--- config.mk ---
export PLATFORM = sky130hd
export DESIGN_NAME = pairls_unit
export DESIGN_NICKNAME = d
export VERILOG_FILES = /design/src/rtl/pairls_pkg.sv /design/src/rtl/pairls_stsrc.sv /design/src/rtl/pairls_decode.sv /design/src/rtl/pairls_seq.sv /design/src/rtl/pairls_unit.sv
export SDC_FILE = /design/constraint.sdc
export NUM_CORES = 1
export LEC_CHECK = 0
export CORE_MARGIN = 8
export CORE_UTILIZATION = 30
export DETAILED_ROUTE_END_ITERATION = 8
export DONT_BUFFER_PORTS = 1
export PLACE_DENSITY = 0.5
export SYNTH_ARGS = -nofsm -noshare
export SYNTH_HDL_FRONTEND = slang
export SYNTH_HIERARCHICAL = 1
export SYNTH_SLANG_ARGS = --single-unit
export TNS_END_PERCENT = 30
--- constraint.sdc ---
create_clock -name clk -period 8.1 [get_ports clk]
set_clock_uncertainty 0.15 [all_clocks]
set_input_delay 0.81 -clock clk [delete_from_list [all_inputs] [get_ports clk]]
set_output_delay 0.81 -clock clk [all_outputs]
set_load 0.01 [all_outputs]
--- src/rtl/pairls_pkg.sv ---
package pairls_pkg;
  localparam int CORE_W = 32;
  localparam int RIDX_W = 5;

  localparam logic [6:0] OPC_LOAD  = 7'b0000011;
  localparam logic [6:0] OPC_STORE = 7'b0100011;
  localparam logic [2:0] F3_PAIR   = 3'b011;

  typedef enum logic [1:0] {
    ST_IDLE = 2'd0,
    ST_LO   = 2'd1,
    ST_HI   = 2'd2
  } beat_st_e;

  typedef struct packed {
    logic              is_store;
    logic [RIDX_W-1:0] pair_rd;
    logic [CORE_W-1:0] ea;
    logic [CORE_W-1:0] wlo;
    logic [CORE_W-1:0] whi;
  } pair_cmd_t;
endpackage

--- src/rtl/pairls_stsrc.sv ---
module pairls_stsrc #(
  parameter int XW = 32,
  parameter int RW = 5
) (
  input  logic [RW-1:0] src_idx,
  input  logic [XW-1:0] src_lo,
  input  logic [XW-1:0] src_hi,
  output logic [XW-1:0] out_lo,
  output logic [XW-1:0] out_hi
);
  logic is_zero_pair;
  assign is_zero_pair = (src_idx == '0);
  // x0 as source means a 64-bit zero, not x0 joined with x1
  assign out_lo = is_zero_pair ? '0 : src_lo;
  assign out_hi = is_zero_pair ? '0 : src_hi;
endmodule

--- src/rtl/pairls_decode.sv ---
module pairls_decode
  import pairls_pkg::*;
#(
  parameter bit IS_RV32 = 1'b1,
  parameter int XW      = 32,
  parameter int IMM_W   = 12,
  parameter int RW      = 5
) (
  input  logic            valid,
  input  logic            feature_en,
  input  logic [6:0]      opcode,
  input  logic [2:0]      funct3,
  input  logic [RW-1:0]   rd,
  input  logic [RW-1:0]   rs2,
  input  logic [IMM_W-1:0] imm,
  input  logic [XW-1:0]   base_val,
  input  logic [XW-1:0]   wlo,
  input  logic [XW-1:0]   whi,
  output logic            hit,
  output logic            illegal,
  output logic            misaligned,
  output pair_cmd_t       cmd
);
  localparam int EXT_W = XW - IMM_W;

  logic is_ld, is_st, cfg_ok;
  logic [RW-1:0] pair_reg;
  logic [XW-1:0] ea;

  generate
    if (IS_RV32) begin : g_rv32
      assign cfg_ok = feature_en;
    end else begin : g_wide
      assign cfg_ok = 1'b0;
    end
  endgenerate

  assign is_ld    = (opcode == OPC_LOAD)  && (funct3 == F3_PAIR);
  assign is_st    = (opcode == OPC_STORE) && (funct3 == F3_PAIR);
  assign hit      = valid && (is_ld || is_st);
  assign pair_reg = is_st ? rs2 : rd;
  assign ea       = base_val + {{EXT_W{imm[IMM_W-1]}}, imm};

  assign illegal    = hit && (!cfg_ok || pair_reg[0]);
  assign misaligned = hit && !illegal && (ea[1:0] != 2'b00);

  always_comb begin
    cmd          = '0;
    cmd.is_store = is_st;
    cmd.pair_rd  = pair_reg;
    cmd.ea       = ea;
    cmd.wlo      = wlo;
    cmd.whi      = whi;
  end
endmodule

--- src/rtl/pairls_seq.sv ---
module pairls_seq
  import pairls_pkg::*;
#(
  parameter int XW = 32,
  parameter int RW = 5
) (
  input  logic          clk,
  input  logic          rst,
  input  logic          hit,
  input  logic          illegal,
  input  logic          misaligned,
  input  pair_cmd_t     cmd,
  input  logic          mem_ack,
  input  logic          mem_err,
  input  logic [XW-1:0] mem_rdata,
  output logic          busy,
  output logic          mem_req,
  output logic          mem_we,
  output logic [XW-1:0] mem_addr,
  output logic [XW-1:0] mem_wdata,
  output logic          wb_en,
  output logic [RW-1:0] wb_idx,
  output logic [XW-1:0] wb_lo,
  output logic [XW-1:0] wb_hi,
  output logic          flag_ill,
  output logic          flag_mis,
  output logic          flag_flt,
  output logic          done
);
  localparam logic [XW-1:0] WORD_STEP = XW'(4);

  beat_st_e      state;
  pair_cmd_t     cmd_q;
  logic [XW-1:0] lo_cap;

  assign busy = (state != ST_IDLE);

  always_ff @(posedge clk) begin
    if (rst) begin
      state     <= ST_IDLE;
      cmd_q     <= '0;
      lo_cap    <= '0;
      mem_req   <= 1'b0;
      mem_we    <= 1'b0;
      mem_addr  <= '0;
      mem_wdata <= '0;
      wb_en     <= 1'b0;
      wb_idx    <= '0;
      wb_lo     <= '0;
      wb_hi     <= '0;
      flag_ill  <= 1'b0;
      flag_mis  <= 1'b0;
      flag_flt  <= 1'b0;
      done      <= 1'b0;
    end else begin
      wb_en    <= 1'b0;
      flag_ill <= 1'b0;
      flag_mis <= 1'b0;
      flag_flt <= 1'b0;
      done     <= 1'b0;
      case (state)
        ST_IDLE: begin
          if (hit) begin
            if (illegal) begin
              flag_ill <= 1'b1;
            end else if (misaligned) begin
              flag_mis <= 1'b1;
            end else begin
              cmd_q     <= cmd;
              state     <= ST_LO;
              mem_req   <= 1'b1;
              mem_we    <= cmd.is_store;
              mem_addr  <= cmd.ea;
              mem_wdata <= cmd.wlo;
            end
          end
        end
        ST_LO: begin
          if (mem_ack) begin
            if (mem_err) begin
              flag_flt <= 1'b1;
              mem_req  <= 1'b0;
              state    <= ST_IDLE;
            end else begin
              lo_cap    <= mem_rdata;
              mem_addr  <= cmd_q.ea + WORD_STEP;
              mem_wdata <= cmd_q.whi;
              state     <= ST_HI;
            end
          end
        end
        ST_HI: begin
          if (mem_ack) begin
            mem_req <= 1'b0;
            state   <= ST_IDLE;
            if (mem_err) begin
              flag_flt <= 1'b1;
            end else begin
              done <= 1'b1;
              if (!cmd_q.is_store && (cmd_q.pair_rd != '0)) begin
                wb_en  <= 1'b1;
                wb_idx <= cmd_q.pair_rd;
                wb_lo  <= lo_cap;
                wb_hi  <= mem_rdata;
              end
            end
          end
        end
        default: state <= ST_IDLE;
      endcase
    end
  end


  req_inside_busy_chk: assert property (@(posedge clk) disable iff (rst)
    mem_req |-> busy);


  commit_after_last_beat_chk: assert property (@(posedge clk) disable iff (rst)
    wb_en |-> (!busy && !mem_req));


  flag_without_request_chk: assert property (@(posedge clk) disable iff (rst)
    (flag_ill || flag_mis) |-> !mem_req);


  single_outcome_chk: assert property (@(posedge clk) disable iff (rst)
    $onehot0({flag_ill, flag_mis, flag_flt, done}));


  addr_hold_chk: assert property (@(posedge clk) disable iff (rst)
    (mem_req && !mem_ack) |=> $stable(mem_addr));
endmodule

--- src/rtl/pairls_unit.sv ---
module pairls_unit
  import pairls_pkg::*;
#(
  parameter bit IS_RV32 = 1'b1,
  parameter int XW      = CORE_W,
  parameter int IMM_W   = 12,
  parameter int RW      = RIDX_W
) (
  input  logic             clk,
  input  logic             rst,
  input  logic             feature_en,
  input  logic             issue_valid,
  input  logic [6:0]       issue_opcode,
  input  logic [2:0]       issue_funct3,
  input  logic [RW-1:0]    issue_rd,
  input  logic [RW-1:0]    issue_rs1,
  input  logic [RW-1:0]    issue_rs2,
  input  logic [IMM_W-1:0] issue_imm,
  output logic [RW-1:0]    rf_ra_base,
  output logic [RW-1:0]    rf_ra_lo,
  output logic [RW-1:0]    rf_ra_hi,
  input  logic [XW-1:0]    rf_rd_base,
  input  logic [XW-1:0]    rf_rd_lo,
  input  logic [XW-1:0]    rf_rd_hi,
  output logic             busy,
  output logic             mem_req,
  output logic             mem_we,
  output logic [XW-1:0]    mem_addr,
  output logic [XW-1:0]    mem_wdata,
  input  logic             mem_ack,
  input  logic             mem_err,
  input  logic [XW-1:0]    mem_rdata,
  output logic             wb_en,
  output logic [RW-1:0]    wb_idx,
  output logic [XW-1:0]    wb_lo,
  output logic [XW-1:0]    wb_hi,
  output logic             flag_illegal,
  output logic             flag_misaligned,
  output logic             flag_fault,
  output logic             op_done
);
  logic      dec_hit, dec_ill, dec_mis;
  logic [XW-1:0] st_lo, st_hi;
  pair_cmd_t dec_cmd;

  assign rf_ra_base = issue_rs1;
  assign rf_ra_lo   = issue_rs2;
  assign rf_ra_hi   = {issue_rs2[RW-1:1], 1'b1};

  pairls_stsrc #(.XW(XW), .RW(RW)) u_stsrc (
    .src_idx (issue_rs2),
    .src_lo  (rf_rd_lo),
    .src_hi  (rf_rd_hi),
    .out_lo  (st_lo),
    .out_hi  (st_hi)
  );

  pairls_decode #(.IS_RV32(IS_RV32), .XW(XW), .IMM_W(IMM_W), .RW(RW)) u_dec (
    .valid      (issue_valid),
    .feature_en (feature_en),
    .opcode     (issue_opcode),
    .funct3     (issue_funct3),
    .rd         (issue_rd),
    .rs2        (issue_rs2),
    .imm        (issue_imm),
    .base_val   (rf_rd_base),
    .wlo        (st_lo),
    .whi        (st_hi),
    .hit        (dec_hit),
    .illegal    (dec_ill),
    .misaligned (dec_mis),
    .cmd        (dec_cmd)
  );

  pairls_seq #(.XW(XW), .RW(RW)) u_seq (
    .clk        (clk),
    .rst        (rst),
    .hit        (dec_hit),
    .illegal    (dec_ill),
    .misaligned (dec_mis),
    .cmd        (dec_cmd),
    .mem_ack    (mem_ack),
    .mem_err    (mem_err),
    .mem_rdata  (mem_rdata),
    .busy       (busy),
    .mem_req    (mem_req),
    .mem_we     (mem_we),
    .mem_addr   (mem_addr),
    .mem_wdata  (mem_wdata),
    .wb_en      (wb_en),
    .wb_idx     (wb_idx),
    .wb_lo      (wb_lo),
    .wb_hi      (wb_hi),
    .flag_ill   (flag_illegal),
    .flag_mis   (flag_misaligned),
    .flag_flt   (flag_fault),
    .done       (op_done)
  );
endmodule

After elaboration in Yosys (flattened, before gate mapping):

Index checks and enable logic that the tools add are counted.

* $add $sub $neg: 2
* eq/ne operators: 12
* multiplexer cells: 34
* bitwise logic cells: 8
* reductions and logical operators: 31

Operators by type and width (number)
* two-way mux 32 bit: 12
* case mux 32 bit (2 select lines): 2
* adder 32 x 3 -> 32 bit, second input constant: 1
* adder 32 bit: 1
* != test 2 bit, second input constant: 7
* two-way mux 2 bit: 6
* two-way mux 1 bit: 11
* OR reduction 3 bit: 3
* inverter 1 bit: 8
* AND reduction 4 bit: 2
* OR reduction 4 bit: 2
* == test 7 x 2 -> 1 bit, second input constant: 1
* == test 7 x 6 -> 1 bit, second input constant: 1
* logical AND 1 bit: 7
* AND reduction 7 bit: 1
* case mux 2 bit (3 select lines): 1
* AND reduction 6 bit: 1
* nonzero test 2 bit: 3
* zero test 5 bit: 1
* two-way mux 5 bit: 1
* AND reduction 5 bit: 1
* nonzero test 5 bit: 1
* == test 3 x 2 -> 1 bit, second input constant: 1
* zero test 1 bit: 3
* other kinds (8): 9

* register bits after elaboration: 243
* input port bits: 171
* output and inout bits: 156
* logic and storage cells: 104

Depth between registers and ports, before layout:

Gate-level depths: netlist of run 1.

* depth after elaboration: 12
* mapped depth: 12
* depth with buffers taken out: 12

Hierarchy:

Netlist of run 1, hierarchy kept.

By module, submodules not included
* pairls_seq: instances 1, cells an instance 1169, area an instance 9635.5 µm², seq. area each 4864.7 µm²
* pairls_decode: instances 1, cells an instance 336, area an instance 2332.2 µm², seq. area each 0.0 µm²
* pairls_stsrc: instances 1, cells an instance 78, area an instance 558.0 µm², seq. area each 0.0 µm²
* pairls_unit: instances 1, cells an instance 16, area an instance 116.4 µm², seq. area each 0.0 µm²

Worst setup path before layout of run 1:

Ideal clock, no wire load.

* path kind: input-to-reg
* start point: input port issue_imm[0]
* end point: register u_seq.mem_addr[16]
* arrival time: 3.121 ns
* setup slack: 4.734 ns
* stages on the path: 11
* buffers on the path: 0
* cells stage by stage: ha_1 -> fa_1 -> a211oi_1 -> o21bai_1 -> a21oi_1 -> o21ai_0 -> a21oi_1 -> o21ai_0 -> xor2_1 -> o21ai_0 -> a221oi_1

RTL lines
* from (decl): line pairls_unit.sv:18 `input logic [IMM_W-1:0] issue_imm,`
* to (signal assigned): line pairls_seq.sv:73 `mem_addr <= cmd.ea;`
* to (signal assigned): line pairls_seq.sv:86 `mem_addr <= cmd_q.ea + WORD_STEP;`
* to (decl): line pairls_seq.sv:19 `output logic [XW-1:0] mem_addr,`

Worst setup path after layout of run 1:

* start point: input port issue_opcode[2]
* end point: register u_seq/cmd_q[70] (netlist bit)

* word-level cells in the longest chain between the ends: 10
* elaborated cells between the ends (all ways): 15
* those cells by class: 2 x eq/ne; 1 x mux; 2 x bitwise; 10 x reduce/logical

RTL lines
* from (decl): line pairls_unit.sv:13 `input logic [6:0] issue_opcode,`
* == test 7 x 6 -> 1 bit or == test 7 x 2 -> 1 bit (tied branches): line pairls_decode.sv:39, pairls_decode.sv:38
* logical AND 1 bit (on tied branches): line pairls_decode.sv:39, pairls_decode.sv:38
* two-way mux 5 bit or logical OR 1 bit (tied branches): line pairls_decode.sv:41, pairls_decode.sv:40
* logical OR 1 bit or logical AND 1 bit (tied branches): line pairls_decode.sv:44, pairls_decode.sv:40
* logical AND 1 bit (*): line pairls_decode.sv:44 `assign illegal = hit && (!cfg_ok || pair_reg[0]);`
* via dec_ill: line pairls_unit.sv:42 `logic dec_hit, dec_ill, dec_mis;`
* zero test 1 bit: line pairls_decode.sv:45 `assign misaligned = hit && !illegal && (ea[1:0] != 2'b00);`
* logical AND 1 bit (2 in series): line pairls_decode.sv:45
* inverter 1 bit (no line)
* AND reduction 4 bit (no line) (*)
* to (signal assigned): line pairls_seq.sv:69 `cmd_q <= cmd;`
* to (decl): line pairls_seq.sv:33 `pair_cmd_t cmd_q;`

The timed path passes the listed nets; every way through them passes the cells marked *.
A chain may end at the register's enable or synchronous reset.

==> results.txt, run 1 <==
The flow ran to the end, and the final reports show no timing, DRC or antenna violations. The number of clock sinks was 243; the highest fanout seen on the critical path was 41. Most frequent cell on the critical path: nand2_1. For the final routed database, the setup TNS stands at 0 ns. The detail route stage leaves a number of antenna-violating nets equal to 0. The effective utilization at floorplan came out at 0.303. The final critical-path required period was 3.96 ns. For this design the ratio of total power to cell area is 257 mW/mm². Count of pins over their slew limit: 0. Setup repair after global routing left no endpoint under its margin.

The kind of start point of the critical path is a primary input. After floorplanning, the core was sized to cover 0.0418 mm². The number of fill cells is 4503. The number of hold buffers added after CTS was 0.

The run gives 39200 µm as the routed wire length. Summed over all nets, the half-perimeter wirelength after detailed placement is 27600 µm. The biggest cell delay along the critical path came out at 0.86 ns.

Class of the most critical hold timing path: in -> reg. The number of buffers added for setup after CTS was 0. The tools report the count of H-tree levels built during CTS as 1. For this block, the initial DRC count from the detailed router was 625. Compared with the post-synthesis result, the final layout area differs by 5.06%. For the pin with the worst max-slew slack, the measured transition is 1.10 ns. In the final layout, the multi-input gates occupy 0.00661 mm². The worst slew margin relative to its limit was 0.262; the number of standard-cell rows in the floorplan was 75.

Per-cell routed wire length: 19.5 µm. Counting every net in the synthesized netlist gives 1806. Clock latency on the worst-skew pair, taken at its later pin, is 0.56 ns. Combined global-route utilization of all metal layers: 0.151. The die is 221 µm wide.

The worst setup path is captured at a flop. The first global-routing pass estimated 59900 µm of wire. The part of the cycle the worst path needs is 0.489, and the area of the mapped netlist is 0.0126 mm².

For the number of global-route vias before repair, the log shows 9782. The clock-pin slew on the worst setup and hold paths was 0.06 ns; the post-route standard cell area excluding fillers was 0.0133 mm². Setup violations remaining at the end of the flow were counted as 0. The last weighted congestion value of the routability-driven placer came out at 0.828. The number of synthesized flops with an enable pin is 0.

The post-CTS resize count is 0, and the async set or reset register ratio after synthesis is 0. Die extent in y: 221 µm. TritonCTS built the clock tree.

Yosys mapped the design onto 77 distinct sky130hd cell types. The logs give 0 for the remaining design rule violation count and 252 MHz for the timing-limited maximum frequency. The worst setup path is of the in -> reg kind.

Max-cap violations in this run came to 0. The synthesized area divided by synthesized cell count works out to 7.91 µm². The fraction of layout instances using a drive strength above 1 is 0.0605, and the cell area reported after detailed placement is 0.0123 mm². At the worst endpoint, the required time is 8.43 ns. In this design, the largest share of critical-path delay is due to simple AND/OR/NAND/NOR gates. The buffer type at the clock tree root was clkbuf_16. The share of the yosys chip area belonging to registers came out at 0.385. Critical path's slowest cell: nor2_4. The total via count after detailed routing was 10.3k; the count of input and output buffers was 0. The area of the die came out at 0.0490 mm².

Entering global routing, the biggest net connects 238 pins. The signal on the critical path passes through nor4b_1, nand3b_1, nor3_1, nand2_1, mux2i_1, a21boi_0, or3b_1, nor2_4, buf_4, nand2_1, a21oi_1. The worst-case IR drop observed on VDD is 0.144 mV. In the final layout, flip-flops and latches occupy 0.00486 mm². The number of iterations in the first detailed-routing pass is 5, and the number of vias per cell after detailed routing is 5.14.

Number of buffer and inverter instances along the worst setup path: 1. Synthesis produced 1599 cells. The run gives 0 as the number of hold violations in the final report. After the last flow step, the layout net total stands at 1656. The number of clock buffers added by TritonCTS is 29.

Summed over all layers, the global routing overflow is 0. The largest buffer count on any clock path came out at 3. 327 I/O pins were placed. The tools report the number of antenna violations at the first check in global routing as 2. The count of state elements after synthesis was 243; the standby leakage power was 4.32 nW.

Arrival time at the worst endpoint: 4.29 ns. The most instantiated flip-flop cell in the synthesis netlist is dfxtp_1. Yosys printed 6 warnings.
[path summary, 6_finish.rpt]
check,cells past startpoint,to,slack (ns),from
min reg2reg,2,u_seq/wb_lo[7],0.30,u_seq/lo_cap[7]
max,11,u_seq/cmd_q[70],4.14,issue_opcode[2]
min,2,u_seq/wb_hi[17],0.23,mem_rdata[17]
max reg2reg,8,u_seq/mem_addr[23],4.76,u_seq/state[1]
[registers in the layout, indices dropped and copies added, names as in the netlist, 2 cells and up]
| name | count |
|---|---|
| u_seq/wb_lo | 32 |
| u_seq/lo_cap | 32 |
| u_seq/cmd_q | 70 |
| u_seq/mem_addr | 32 |
| u_seq/state | 2 |
| u_seq/wb_hi | 32 |
| u_seq/wb_idx | 5 |
| u_seq/mem_wdata | 32 |
[layer usage]
layer	GRT usage	routed length [µm]
met1	0.195	17300
met2	0.229	16900
met3	0.0626	3930
met4	0.0398	1030
met5	0	0
[report_power, final]
part | switching [mW] | internal (mW) | total [mW]
combinational | 0.411 | 0.240 | 0.651
sequential | 0.143 | 1.30 | 1.44
clock | 0.536 | 0.791 | 1.33
[cells in the final DEF (no fill, tap or decap), types with 4 or more instances in the layout]
master,count
nand2_1,389
dfxtp_1,243
a21oi_1,213
nor2_1,76
a21boi_0,61
xnor2_1,42
a211oi_1,42
mux2i_1,37
ha_1,34
clkbuf_16,29
nand3_1,23
o21ai_0,23
xor2_1,17
inv_1,16
nand4_1,15
nor3_1,15
a31oi_1,15
a21o_1,13
o22ai_1,13
and2_1,11
buf_4,11
and4_1,9
clkinv_2,7
o31ai_1,6
nor4_1,6
o21ai_1,5
a22oi_1,5
a21boi_1,5
clkbuf_8,4
a2111oi_0,4
nor2b_1,4
a221oi_1,4
[through the flow]
step | hold slack [ns] | utilization | std cells | total power [mW] | setup slack [ns]
2_1_floorplan | 0.282 | - | 1599 | 1.98 | 4.73
3_3_place_gp | 0.286 | 0.294 | 1957 | 2.11 | 3.70
3_5_place_dp | 0.294 | 0.294 | 1957 | 2.12 | 3.54
4_1_cts | 0.165 | 0.318 | 2010 | 3.49 | 4.15
5_1_grt | 0.186 | 0.318 | 2011 | 3.62 | 3.84
6_report | 0.231 | 0.318 | 2012 | 3.42 | 4.14
[cells by family (layout without fill, tap and decap cells)]
logic type,Yosys count,count (layout),share of synthesized area
other,1,3,0.000297
buffers and inverters,209,81,0.0956
flip-flops,243,243,0.385
multiplexers,37,37,0.0293
AND/OR/NAND/NOR,582,582,0.202
XOR/XNOR,59,59,0.0409
AO/OA/AOI/OAI,432,432,0.211
adder cells (fa/ha/maj),36,36,0.0362
[worst register-to-register path, cell delays in order, from the launching register on]
cell and delay (ns):
dfxtp_1 0.33, inv_1 0.11, ha_4 0.14, buf_4 0.68, and3b_1 0.35, a2bb2oi_4 0.14, buf_4 0.75, o21ai_0 0.32
a221oi_2 0.30
[cell usage after synthesis, drive strengths merged, types with 10 or more instances]
master / instances / area (µm²)
xor2: 17 / 149
buf: 119 / 860
inv: 16 / 60.1
o21ai: 29 / 149
a31oi: 15 / 93.8
and2: 13 / 81.3
a211oi: 43 / 328
nor2: 78 / 295
nor3: 16 / 85.1
nand4: 17 / 128
a21oi: 213 / 1070
nand3: 24 / 133
mux2i: 37 / 370
xnor2: 42 / 368
a21boi: 66 / 495
a21o: 13 / 97.6
nand2: 391 / 1470
and4: 10 / 90.1
ha: 35 / 438
dfxtp: 243 / 4860
clkbuf: 73 / 285
o22ai: 14 / 93.8
[layout make-up]
class / instances / area share
clock buffer: 35 / 0.0593
inverter: 17 / 0.00480
multi-input combinational: 1147 / 0.498
antenna: 2 / 0.000377
clock inverter: 18 / 0.0144
timing repair buffer: 11 / 0.00622
tap: 539 / 0.0508
sequential: 243 / 0.366
No activity file was read; power rests on OpenSTA's default activity.
==> run 2: changes to the inputs <==
- PLACE_DENSITY: 0.5 -> 0.51
- clock period: 8.1 -> 3.57 ns (I/O delays scaled with it)
==> results.txt, run 2 (same netlist as run 1, synthesis figures left out) <==
At the end of routability-driven placement, the weighted congestion stood at 0.847. The number of fill cells was 4333. The class of the most critical hold timing path is in -> reg. Setup repair after global routing left no endpoint under its margin. The die extent in x is 221 µm, and the number of clock sinks is 243. After detailed routing, the met2 layer carries 18700 µm of wire. TritonCTS created 28 clock buffers. The register with the most flip-flops in the layout has 70 of them. Summed over all cells, the static leakage comes to 5.19 nW.

The tools report the worst slew margin relative to its limit as 0.459. Power comes to 7.90 mW. For the number of buffers added for setup after CTS, the log shows 0.

TritonCTS built the clock tree. The per-cell routed wire length was 19.0 µm. The highest routing layer actually used is met4.

On the final layout, the worst hold slack is 0.0385 ns. The routed design has 41300 µm of wire. The library cell used most frequently in the layout, excluding fill and tap cells, is nand2_1. Setup violations remaining at the end of the flow were counted as 0.

The register containing the most flip-flops in the final layout is u_seq/cmd_q. The number of hold buffers added after CTS was 151. In this run the remaining antenna-violating nets after routing total 0. Across the run, the number of max-cap violations was 0. The number of global-route vias before repair was 10.9k. For this run, the post-layout net count is 1820. The tools report the kind of start point of the critical path as a primary input. Buffers placed on the I/O ports in this run total 0.

Once the clock tree was built, the resizer swapped 0 gates to a different size. The logs give 28200 µm for the estimated wirelength of the detail-placed design and 11.0k for the total via count after detailed routing. Timing analysis after detailed placement gives a worst setup slack of 0.297 ns.

The signed area change from the synthesized netlist to the final layout came out at 18.0%. The top cell types in the final layout, fill and taps aside, are nand2_1 (389), dfxtp_1 (243), a21oi_1 (213). At the pin with the least slew margin, the transition time is 0.811 ns. The highest fanout seen on the critical path was 21. Detailed routing placed a total of 3880 µm of wire on met3. Summing all flip-flop and latch instances after layout gives 0.00486 mm². The floorplan step defined a die boundary enclosing 0.0490 mm². For this run, design rule violations remaining after detail routing come to 0. The effective utilization at floorplan was 0.303.

For this block, the initial DRC count from the detailed router was 714. The remaining global-route overflow came out at 0. The number of standard-cell rows in the floorplan is 75, and the power per unit of standard cell area is 529 mW/mm². The longest clock path from root to sink contains 3 buffers.

The timing-limited maximum frequency is 306 MHz. Entering global routing, the biggest net connects 177 pins. The combined global-route utilization of all metal layers was 0.159; the final total negative setup slack was 0 ns. The core region is 0.0418 mm². The worst-case IR drop observed on VDD is 0.297 mV. The clock network latency to the later pin of the worst-skew pair is 0.55 ns. The logs give 3.61 ns for the arrival time at the worst endpoint and 0.00660 mm² for the multi-input gate area in the final layout. The run gives 0 as the count of pins over their slew limit. The first global-routing pass estimated 63700 µm of wire. For the post-route standard cell area excluding fillers, the log shows 0.0149 mm². The worst path in the final design needs a cycle of 3.27 ns, including I/O delays and setup. The number of antenna violations at the first check in global routing was 2. The tools report the buffer type at the clock tree root as clkbuf_16.

Count of H-tree levels built during CTS: 1. The fraction of layout instances using a drive strength above 1 is 0.0588. The type of the setup path with the least slack was in -> reg. The placed instances occupy a cell area of 0.0125 mm².

The run gives 0 as the number of hold violations in the final report. The first detailed-routing pass took 5 iterations. The endpoint required time on the critical path was 3.91 ns; the number of vias per cell after detailed routing was 5.08. Pin placement for this block handled 327 I/O pins.

The die extent in y came out at 221 µm. The part of the cycle the worst path needs is 0.916, and the met1 wire length is 17900 µm. The flow ran to the end, and the final reports show no timing, DRC or antenna violations. The tools report the endpoint kind of the worst setup timing path as a flop.

After clock tree synthesis, the clock-pin slew on the worst setup and hold paths is 0.06 ns. Across all setup checks in the final design, the least slack found is 0.299 ns.
[run 2: cell types whose count changed in the layout (fill, tap and decap cells not counted), sizes merged]
cell / delta
buf: +15
bufinv: -1
clkbuf: +7
clkinv: -6
clkinvlp: -3
diode: -1
dlygate4sd3: +150
inv: -1
[run 2: area by class of cell]
class | count | share of cell area
Antenna cell | 1 | 0.000168
Clock buffer | 42 | 0.0559
Clock inverter | 7 | 0.00671
Inverter | 17 | 0.00428
Multi-Input combinational cell | 1147 | 0.442
Sequential cell | 243 | 0.326
Tap cell | 539 | 0.0452
Timing Repair Buffer | 176 | 0.119
[run 2: stage by stage]
stage	instances	utilization
2_1_floorplan	1599	-
3_3_place_gp	1971	0.298
3_5_place_dp	1971	0.298
4_1_cts	2171	0.357
5_1_grt	2172	0.357
6_report	2172	0.357
[run 2: report_power, final]
group          switching, mW  internal, mW  leakage [nW]
clock network           1.16          1.75         0.461
registers              0.335          2.95          1.97
logic                   1.00         0.702          2.76
total                   2.50          5.40          5.19
[run 2: worst max-delay path, cell delays in order]
cell and delay [ns]:
ha_1 0.37, a21oi_1 0.33, o21ai_1 0.14, a2111oi_0 0.57, o31ai_1 0.33, a211oi_2 0.32, o21ai_1 0.11, xnor2_1 0.17
buf_4 0.16, nand2_1 0.05, a21oi_1 0.13, dlygate4sd3_1 0.56
[run 2: path summary, 6_finish.rpt]
check	slack, ns	startpoint	end	cells after the start
worst max-delay path	0.30	issue_imm[11]	u_seq/cmd_q[95]	12
worst min-delay path	0.04	rf_rd_lo[21]	u_seq/mem_wdata[21]	3
worst min register to register	0.30	u_seq/lo_cap[15]	u_seq/wb_lo[15]	2
worst max register to register	0.53	u_seq/state[0]	u_seq/wb_hi[13]	8
[run 2: layer usage]
metal | up-vias | GRT usage
li1 | 5443 | -
met5 | - | 0
met2 | 383 | 0.260
met1 | 5153 | 0.198
met4 | 0 | 0.0329
met3 | 51 | 0.0586
==> run 3: changes to the inputs <==
- PLACE_DENSITY: 0.51 -> default
- clock period: 3.57 -> 3.3 ns (I/O delays scaled with it)
==> results.txt, run 3 (same netlist as run 1, synthesis figures left out) <==
The tools report the count of pins over their slew limit as 0. The logs give 0.452 for the worst slew margin relative to its limit and 0 for the remaining design rule violation count. The run finished with clean final reports.

The setup path with the least slack is of type in -> reg. The first global-routing pass estimated 64400 µm of wire. Along the worst path, the maximum fanout reaches 39. Most frequent standard cell in the layout excluding fill and tap cells: nand2_1. The fraction of layout instances using a drive strength above 1 was 0.0723; the die extent in x was 221 µm. The final design utilization was 0.370. Counting every sink on the clock net gives 243.

The number of antenna violations at the first check in global routing is 5, and the clock network latency to the later pin of the worst-skew pair is 0.55 ns. TritonCTS built the clock tree. The kind of start point of the critical path was a primary input. The floorplan step defined a die boundary enclosing 0.0490 mm². The number of hold violations in the final report is 0. Across all hold checks on the routed design, the worst slack comes to 0.00731 ns.

The die extent in y came out at 221 µm. u_seq/cmd_q holds more flip-flops than any other register. The DRC violation total after the first TritonRoute iteration came out at 686. Setup violations remaining at the end of the flow were counted as 0. The combined global-route utilization of all metal layers came out at 0.160. Setup total negative slack on the finished layout was measured at 0 ns. The region available for standard cell placement spans 0.0418 mm².

Subtracting the final worst setup slack from the clock period gives 3.10 ns. The largest buffer count on any clock path was 3; the timing-limited maximum frequency was 322 MHz. After layout, the design draws a total of 8.98 mW.

After legalization and detailed placement, the total HPWL measured 27600 µm. The top cell types in the final layout, fill and taps aside, are nand2_1 (389), dfxtp_1 (243), a21oi_1 (213). With fillers left out, the area of the finished cells amounts to 0.0154 mm².

The part of the cycle the worst path needs was 0.941. After detailed routing, the total wire length is 41100 µm. Entering global routing, the biggest net connects 164 pins. The buffer type at the clock tree root is clkbuf_16. In this run the power density over the cells is 582 mW/mm².

The number of global-route vias before repair was 11.3k. For this run the aggregate overflow at the end of global routing stands at 0. The tools report the endpoint kind of the worst setup timing path as a flop. The final layout contains 1859 nets.

Using the TritonRoute via totals, the vias-per-cell ratio works out to 5.10. At the worst endpoint, the arrival time is 3.44 ns. The flip-flop count of the largest register after layout is 70, and the clock-pin slew on the worst setup and hold paths is 0.06 ns. STA puts the critical path data required time at 3.63 ns. The effective utilization at floorplan was 0.303. The per-cell routed wire length was 18.5 µm; the number of standard-cell rows in the floorplan was 75. Max-cap violations in this run came to 0. Count of H-tree levels built during CTS: 1. Compared with the post-synthesis result, the final layout area differs by 22.1%. The transition at the pin with the smallest max-transition slack came out at 0.823 ns. The tools report the cell area reported after detailed placement as 0.0126 mm². Count of input and output buffers: 0. Once detail routing completed, the nets flagged for antenna violations numbered 0. The first TritonRoute pass finished after 5 iterations. The run gives 0.329 mV as the highest ir drop seen on vdd.

Setup repair after global routing left no endpoint under its margin. The detailed router placed 11.3k vias in this run. 327 I/O pins were placed.

The congestion estimate from routability-driven global placement came to 0.861. In this run the static leakage power is 5.45 nW. The path class of the tightest hold or removal check is in -> reg. Clock tree synthesis inserted a total of 28 buffers.
run 3: changes by cell type in the layout (fill, tap and decap cells not counted), sizes merged:
cell,change
diode,+3
inv,-1
clkinvlp,+3
bufinv,+5
buf,+19
dlygate4sd3,+20
clkbuf,-4
run 3: final timing paths:
check	from	end	slack, ns	cells past startpoint
setup / recovery	issue_opcode[2]	u_seq/cmd_q[65]	0.20	12
hold / removal	issue_rs2[0]	u_seq/cmd_q[96]	0.007	4
setup reg to reg	u_seq/state[1]	u_seq/lo_cap[21]	0.33	10
hold reg to reg	u_seq/lo_cap[16]	u_seq/wb_lo[16]	0.29	2
run 3: routing by layer:
layer / vias to the layer above / routed length [µm] / share of wire / global-route usage
met5: - / 13 / 0.00032 / 0
met4: 2 / 894 / 0.022 / 0.0426
met3: 64 / 4270 / 0.10 / 0.0696
met2: 372 / 18700 / 0.45 / 0.262
met1: 5339 / 17200 / 0.42 / 0.189
li1: 5525 / - / - / -
run 3: final cells by class:
| class | count | area, µm² |
|---|---|---|
| Timing Repair Buffer | 215 | 2150 |
| Multi-Input combinational cell | 1147 | 6620 |
| Clock inverter | 14 | 256 |
| Tap cell | 539 | 674 |
| Antenna cell | 4 | 10.0 |
| Clock buffer | 38 | 800 |
| Inverter | 17 | 63.8 |
| Sequential cell | 243 | 4860 |
| Fill cell | 4260 | 26300 |
run 3: worst max-delay path, cell delays in order:
cell           delay (ns)
nor4b_1              0.27
nand3b_1             0.14
nor3_2               0.28
nand2_1              0.15
mux2i_2              0.33
a21boi_0             0.24
or3b_1               0.49
nor2_4               0.18
buf_12               0.23
nand2_1              0.08
a21oi_1              0.14
dlygate4sd3_1        0.57
run 3: metrics by stage:
stage,std cells,setup slack [ns]
floorplan,1599,0.414
global placement,1990,-0.0565
detailed placement,1990,-0.318
CTS,2212,0.0165
global route,2217,0.0306
finish,2217,0.195
run 3: power breakdown:
part	switching (mW)	internal [mW]	leakage [nW]	total [mW]
clock	1.27	2.24	0.507	3.51
sequential	0.380	3.19	1.97	3.57
combinational	1.09	0.806	2.98	1.90
run 3: timing repair:
action | CTS | global route
setup endpoints to repair | 0 | 54
hold endpoints to repair | 237 | 1
resized for setup | 0 | 3
buffers inserted | 0 | 0
hold buffers | 170 | 1
